==> src/rtl/csr_perm_pkg.sv <==
package csr_perm_pkg;

    // Privilege encoding: numerically ordered so that "less privileged" is "smaller".
    typedef enum logic [1:0] {
        LVL_USER    = 2'b00,
        LVL_SUPER   = 2'b01,
        LVL_HYPER   = 2'b10,
        LVL_MACHINE = 2'b11
    } lvl_e;

    // Positions of the violation bits in the cause vector.
    localparam int CZ_ABSENT  = 0;
    localparam int CZ_PRIV    = 1;
    localparam int CZ_RO_WR   = 2;
    localparam int CZ_DBGONLY = 3;
    localparam int CZ_UPPER64 = 4;
    localparam int CZ_COUNT   = 5;

    typedef logic [CZ_COUNT-1:0] cause_t;

    // Fields the checker extracts from the address.
    typedef struct packed {
        logic read_only;  // access-class field is all ones
        lvl_e min_lvl;    // lowest level allowed in
    } addr_fields_t;

endpackage

==> src/rtl/csr_addr_fields.sv <==
module csr_addr_fields
    import csr_perm_pkg::*;
#(
    parameter int CSR_AW = 12
) (
    input  logic [CSR_AW-1:0] addr,
    output addr_fields_t      fields
);
    // The access-class field occupies the top two bits, the level field the two below.
    localparam int CLASS_HI = CSR_AW - 1;
    localparam int CLASS_LO = CSR_AW - 2;
    localparam int LVL_HI   = CSR_AW - 3;
    localparam int LVL_LO   = CSR_AW - 4;

    always_comb begin
        fields.read_only = &addr[CLASS_HI:CLASS_LO];
        fields.min_lvl   = lvl_e'(addr[LVL_HI:LVL_LO]);
    end
endmodule

==> src/rtl/csr_window_hit.sv <==
module csr_window_hit #(
    parameter int          CSR_AW = 12,
    parameter logic [31:0] BASE   = 32'h7B0,
    parameter int          SPAN   = 16
) (
    input  logic [CSR_AW-1:0] addr,
    output logic              hit
);
    // One extra bit so that BASE + SPAN cannot wrap at the top of the space.
    localparam int          XW  = CSR_AW + 1;
    localparam logic [XW-1:0] LO_B = XW'(BASE);
    localparam logic [XW-1:0] HI_B = XW'(BASE + 32'(SPAN));

    logic [XW-1:0] ext;

    always_comb begin
        ext = {1'b0, addr};
        hit = (ext >= LO_B) && (ext < HI_B);
    end
endmodule

==> src/rtl/csr_perm_check.sv <==
module csr_perm_check
    import csr_perm_pkg::*;
#(
    parameter int                       CSR_AW   = 12,
    parameter logic [31:0]              DBG_BASE = 32'h7B0,
    parameter int                       DBG_SPAN = 16,
    parameter int                       UH_COUNT = 2,
    parameter logic [UH_COUNT*32-1:0]   UH_BASES = {32'hB80, 32'hC80},
    parameter int                       UH_SPAN  = 32
) (
    input  logic [CSR_AW-1:0] csr_addr,
    input  logic [1:0]        cur_priv,
    input  logic              dbg_mode,
    input  logic              xlen64,
    input  logic              wr_intent,
    input  logic              addr_impl,
    output logic              illegal,
    output logic [4:0]        cause
);
    addr_fields_t          fld;
    logic                  dbg_hit;
    logic [UH_COUNT-1:0]   uh_hit;
    cause_t                cz;

    csr_addr_fields #(.CSR_AW(CSR_AW)) u_fields (
        .addr   (csr_addr),
        .fields (fld)
    );

    csr_window_hit #(.CSR_AW(CSR_AW), .BASE(DBG_BASE), .SPAN(DBG_SPAN)) u_dbg_win (
        .addr (csr_addr),
        .hit  (dbg_hit)
    );

    // One window matcher per reserved upper-half range.
    for (genvar g = 0; g < UH_COUNT; g++) begin : g_uh
        csr_window_hit #(
            .CSR_AW (CSR_AW),
            .BASE   (UH_BASES[g*32 +: 32]),
            .SPAN   (UH_SPAN)
        ) u_uh_win (
            .addr (csr_addr),
            .hit  (uh_hit[g])
        );
    end

    always_comb begin
        cz             = '0;
        cz[CZ_ABSENT]  = !addr_impl;
        cz[CZ_PRIV]    = cur_priv < fld.min_lvl;
        cz[CZ_RO_WR]   = fld.read_only && wr_intent;
        cz[CZ_DBGONLY] = dbg_hit && !dbg_mode;
        cz[CZ_UPPER64] = xlen64 && (|uh_hit);
    end

    assign cause   = cz;
    assign illegal = |cz;

endmodule

==> config.mk <==
export PLATFORM = sky130hd
export DESIGN_NAME = csr_perm_check
export DESIGN_NICKNAME = d
export VERILOG_FILES = /design/src/rtl/csr_perm_pkg.sv /design/src/rtl/csr_addr_fields.sv /design/src/rtl/csr_window_hit.sv /design/src/rtl/csr_perm_check.sv
export SDC_FILE = /design/constraint.sdc
export NUM_CORES = 1
export LEC_CHECK = 0
export ABC_CLOCK_PERIOD_IN_PS = 1300
export BUFFER_PORTS_ARGS = -buffer_cell sky130_fd_sc_hd__buf_4
export CAP_MARGIN = 20
export CORE_AREA = 2 2 39 41
export DETAILED_ROUTE_END_ITERATION = 8
export DIE_AREA = 0 0 41 43
export SYNTH_ARGS = -nofsm -noshare
export SYNTH_HDL_FRONTEND = slang
export SYNTH_SLANG_ARGS = --single-unit
==> constraint.sdc <==
create_clock -name vclk -period 1.3
set_input_delay 0.26 -clock vclk [all_inputs]
set_output_delay 0.26 -clock vclk [all_outputs]
set_load 0.02 [all_outputs]
# [Word-level counts from Yosys, hierarchy flattened]
# Cells that the tools add are included.
[classes] reduce_logical=11 n_mul=0 bitwise_logic=0 div_mod_pow=0 n_eq_ne=0 shift=0 magnitude_cmp=7 muxes=0 add_sub_neg=0
[op_table] cell="$ge 12x12->1 const B" n=2
[op_table] cell="$lt 12x12->1 const B" n=2
[op_table] cell="$ge 12x11->1 const B" n=1
[op_table] cell="$lt 12x11->1 const B" n=1
[op_table] cell="$logic_and 1x1->1" n=6
[op_table] cell="$reduce_or 5->1" n=1
[op_table] cell="$logic_not 1->1" n=2
[op_table] cell="$lt 2x2->1" n=1
[op_table] cell="$reduce_and 2->1" n=1
[op_table] cell="$reduce_or 2->1" n=1
[totals] n_memories=0 ram_bits=0 elab_cells=18 ff_bits=0 input_bits=18 latch_bits=0 rom_bits=0

# [Longest topological paths before layout]
[depth] ltp_word=5 mapped_depth=4 depth_no_buf=4

# [Modules after synthesis]
# A second synthesis with hierarchy kept.
[unflattened] hier_cells=21 area_unflattened_um2=165.2
[modules_own_cells] mod="csr_perm_check" area_per_inst_um2=75.1 cells_per_inst=10 instances=1
[modules_own_cells] mod="csr_window_hit at g_uh[0].u_uh_win" area_per_inst_um2=23.8 cells_per_inst=3 instances=1
[modules_own_cells] mod="csr_window_hit at g_uh[1].u_uh_win" area_per_inst_um2=23.8 cells_per_inst=2 instances=1
[modules_own_cells] mod="csr_addr_fields" area_per_inst_um2=21.3 cells_per_inst=3 instances=1
[modules_own_cells] mod="csr_window_hit at u_dbg_win" area_per_inst_um2=21.3 cells_per_inst=3 instances=1

# [Least setup slack after synthesis]
# OpenSTA, ideal clock, no wires.
[synth_timing] kind="input port to output port" start="input csr_addr[6]" end="output illegal" stages=3 slack_ns=-0.477 arrival_time_ns=1.517 path_cell_list="nand2b_1 nor4_1 or4b_1"
[synth_rtl] element="start, declared" line_no="csr_perm_check.sv:11" source="input logic [CSR_AW-1:0] csr_addr,"
[synth_rtl] element="$ge 12x11->1 / $lt 12x11->1 (equally long branches)" line_no="csr_window_hit.sv:18" source="hit = (ext >= LO_B) && (ext < HI_B);"
[synth_rtl] element="$logic_and 1x1->1 *" line_no="csr_window_hit.sv:18"
[synth_rtl] element="$logic_and 1x1->1 *" line_no="csr_perm_check.sv:52" source="cz[CZ_DBGONLY] = dbg_hit && !dbg_mode;"
[synth_rtl] element="via cause[3]" line_no="csr_perm_check.sv:18" source="output logic [4:0] cause"
[synth_rtl] element="$reduce_or 5->1 *" line_no="csr_perm_check.sv:57" source="assign illegal = |cz;"
[synth_rtl] element="end, declared" line_no="csr_perm_check.sv:17" source="output logic illegal,"
# The timed path passes the listed nets; every way through them passes the cells marked *.

# [Final worst setup path]
[layout_timing] start="input csr_addr[10]" end="output illegal"
[layout_between] elab_chain_len=5
[layout_lines] element="$ge 12x12->1 / $lt 12x12->1 (equally long branches)" line_no="csr_window_hit.sv:18"
[layout_lines] element="$logic_and 1x1->1" line_no="csr_window_hit.sv:18"
[layout_lines] element="$reduce_or 2->1" line_no="csr_perm_check.sv:53" source="cz[CZ_UPPER64] = xlen64 && (|uh_hit);"
[layout_lines] element="$logic_and 1x1->1" line_no="csr_perm_check.sv:53"
[layout_lines] element="$reduce_or 5->1 *" line_no="csr_perm_check.sv:57"
# Every way passes the cells marked *; elsewhere a longest branch is shown, timed or not.

==> key figures <==
Outcome
  – Status: complete, but fails checks
  – Failing checks: setup timing

Routing
  – Via-to-Cell Ratio: 3.79
  – Drt pass-1 iters: 1
  – Antenna Nets Post-Route: 0
  – Final wirelength: 471 um
  – Vias: 212
  – DR iter-0 viols: 0
  – # DRC: 0
  – Drt wl/cell: 8.41 um

Synth
  – Largest cells by area after synthesis: nand3b_1 (13%), a211oi_2 (11%), ha_1 (11%)
  – Simple-Gate Fraction of Synth Area: 65.3%
  – Post-Synth Adder-Cell Area: 10.5%
  – Mapped Nets: 35
  – Sequential area share after synthesis: 0%
  – Share of the synthesized area in the top cell type: 12.6%
  – Synth Area in XOR/XNOR: 0%
  – Synth area leader: nand3b_1
  – Mean area per synthesized cell: 7.43 um^2
  – Post-Syn Instances: 16
  – Main combinational cell family by area after synthesis: simple AND/OR/NAND/NOR gates
  – Warnings, synthesis: 0
  – Synth Area in Compound Gates: 17.9%
  – Synthesized area: 119 um^2
  – Multiplexer share of the synthesized area: 0%
  – Synth cell types: 14

Place
  – Post-placement cell area: 338 um^2
  – Cell count after placement: 55
  – Routability cong.: 0.588
  – IO Port Bufs: 20

Cells and area
  – FF+latch count: 0
  – Reg area: 0 um^2
  – Most common cell after layout, fill and taps aside: buf_4
  – Final net count: 61
  – Share of layout cells above drive strength 1: 82.5%
  – CLK BUF: 0
  – N_diodes: 0
  – Post-Layout Cell Count: 56
  – Area delta synth->final: 238%
  – Non-Filler Cell Area, Final: 402 um^2
  – Commonest non-fill, non-tap cells in the layout: buf_4 (18), buf_8 (3), buf_6 (3)

GRT
  – GRT Resource Usage Total: 6.30%
  – Largest net degree at the start of global routing: 5
  – Initial antenna violation count: 0
  – First-pass GRT wire length: 848 um
  – Remaining Overflow, GRT: 0
  – Vias in the first global route: 227

Pwr
  – PD cells: 297 nW/um^2
  – Comb power frac: 100.0%
  – Reg power frac: 0%
  – Clock network power share: 0%
  – Max rail drop VDD: 60.7 uV
  – Switching Share: 37.2%
  – Leakage power: 0.000187 uW
  – Int Power: 74.8 uW
  – Sw Pwr: 44.3 uW
  – Design Power: 119 uW

Setup path
  – Worst Path Max Fanout: 4
  – CP startpoint: csr_addr[10]
  – Critical path type: input port to output pin
  – Family with the most delay on the worst path: simple AND/OR/NAND/NOR gates
  – Critical-path top delay cell: or4b_4
  – Worst EP arrival: 1.32 ns
  – Crit path cell chain: buf_8 > or3b_4 > a211oi_4 > or4b_4 > buf_6
  – CP max stage delay: 0.53 ns
  – Critical Path End Type: output pin
  – Critical path launch point type: input port
  – Buf/Inv on CP: 2
  – CP Data Required Time: 1.04 ns

Timing
  – RSZ-0062 raised after global routing: true
  – Final period util: 121%
  – Final setup margin: -0.278 ns
  – Setup Viol. Count Final: 2
  – Fmax: 0.634 GHz
  – Slew Limit Fails: 0
  – Crit path time final: 1.58 ns
  – Fin. Hold Viols: 0
  – Rel. slew slack: 84.8%
  – Worst-Margin Slew: 0.226 ns

Flow run
  – Max-Cap Viols: 0

Die
  – I/O pin cnt: 24
  – Die area: 1760 um^2
  – Area of the core: 1380 um^2
  – Die width: 41 um
  – Die Y: 43 um
  – Starting Density: 8.59%
  – Site row count: 14

Hold path
  – HP Class: input port to output pin
  – Hold Startpoint: dbg_mode

Clock network
  – Hold_buf cts: 0
[cell usage after synthesis (all sizes together)]
cell type,n
or3b,1
nand3b,2
nor4,1
nand4b,1
ha,1
nand2b,1
nor2,1
or4b,1
or2b,1
a21oi,1
nand2,1
and3,1
a211oi,1
inv,2
[routing by layer]
| layer | up-vias | wire [um] | GRT usage (%) |
|---|---|---|---|
| met5 | - | 0 | 0 |
| met4 | 0 | 0 | 0 |
| met3 | 0 | 57 | 0 |
| met2 | 11 | 257 | 12.5 |
| met1 | 94 | 156 | 7.30 |
| li1 | 107 | - | - |
[what timing repair did]
item | CTS | global route
setup endpoints to repair | 4 | 3
pin swaps | 6 | 2
resized for setup | 12 | 2
buffers inserted | 1 | 0
[cells by family after synthesis]
kind of cell             after synthesis
AO/OA/AOI/OAI                          2
adder cells (fa/ha/maj)                1
buffers and inverters                  2
AND/OR/NAND/NOR                       11
[power by group through the flow]
stage          Clock [uW]  Sequential, uW  Combinational (uW)
4_1_cts                 0               0                 119
3_3_place_gp            0               0                 101
5_1_grt                 0               0                 129
3_5_place_dp            0               0                 102
2_1_floorplan           0               0                40.9
6_report                0               0                 119
[tightest hold or removal path, cell delays in order]
cell    delay (ns)
buf_4         0.09
nor4_4        0.04
buf_4         0.15
[worst paths after layout]
path,to,slack [ns],cells past startpoint
worst min-delay path,cause[3],0.80,3
worst max-delay path,illegal,-0.28,5
[metrics by stage]
stage	setup TNS (ns)	hold slack (ns)	setup slack (ns)	utilization, %
after floorplan	-0.202	0.559	-0.202	-
after global placement	-0.592	0.797	-0.377	24.4
after detailed placement	-0.634	0.802	-0.386	24.4
after CTS	-0.512	0.805	-0.290	28.5
after global routing	-0.555	0.817	-0.299	29.0
final	-0.463	0.802	-0.278	29.0
[area by class of cell]
class | instances | area [um^2]
well taps | 16 | 20.0
inverters | 2 | 7.51
multi-input cells | 14 | 160
fillers | 153 | 982
repair buffers | 24 | 214
Power figures use the tool's default switching activity.
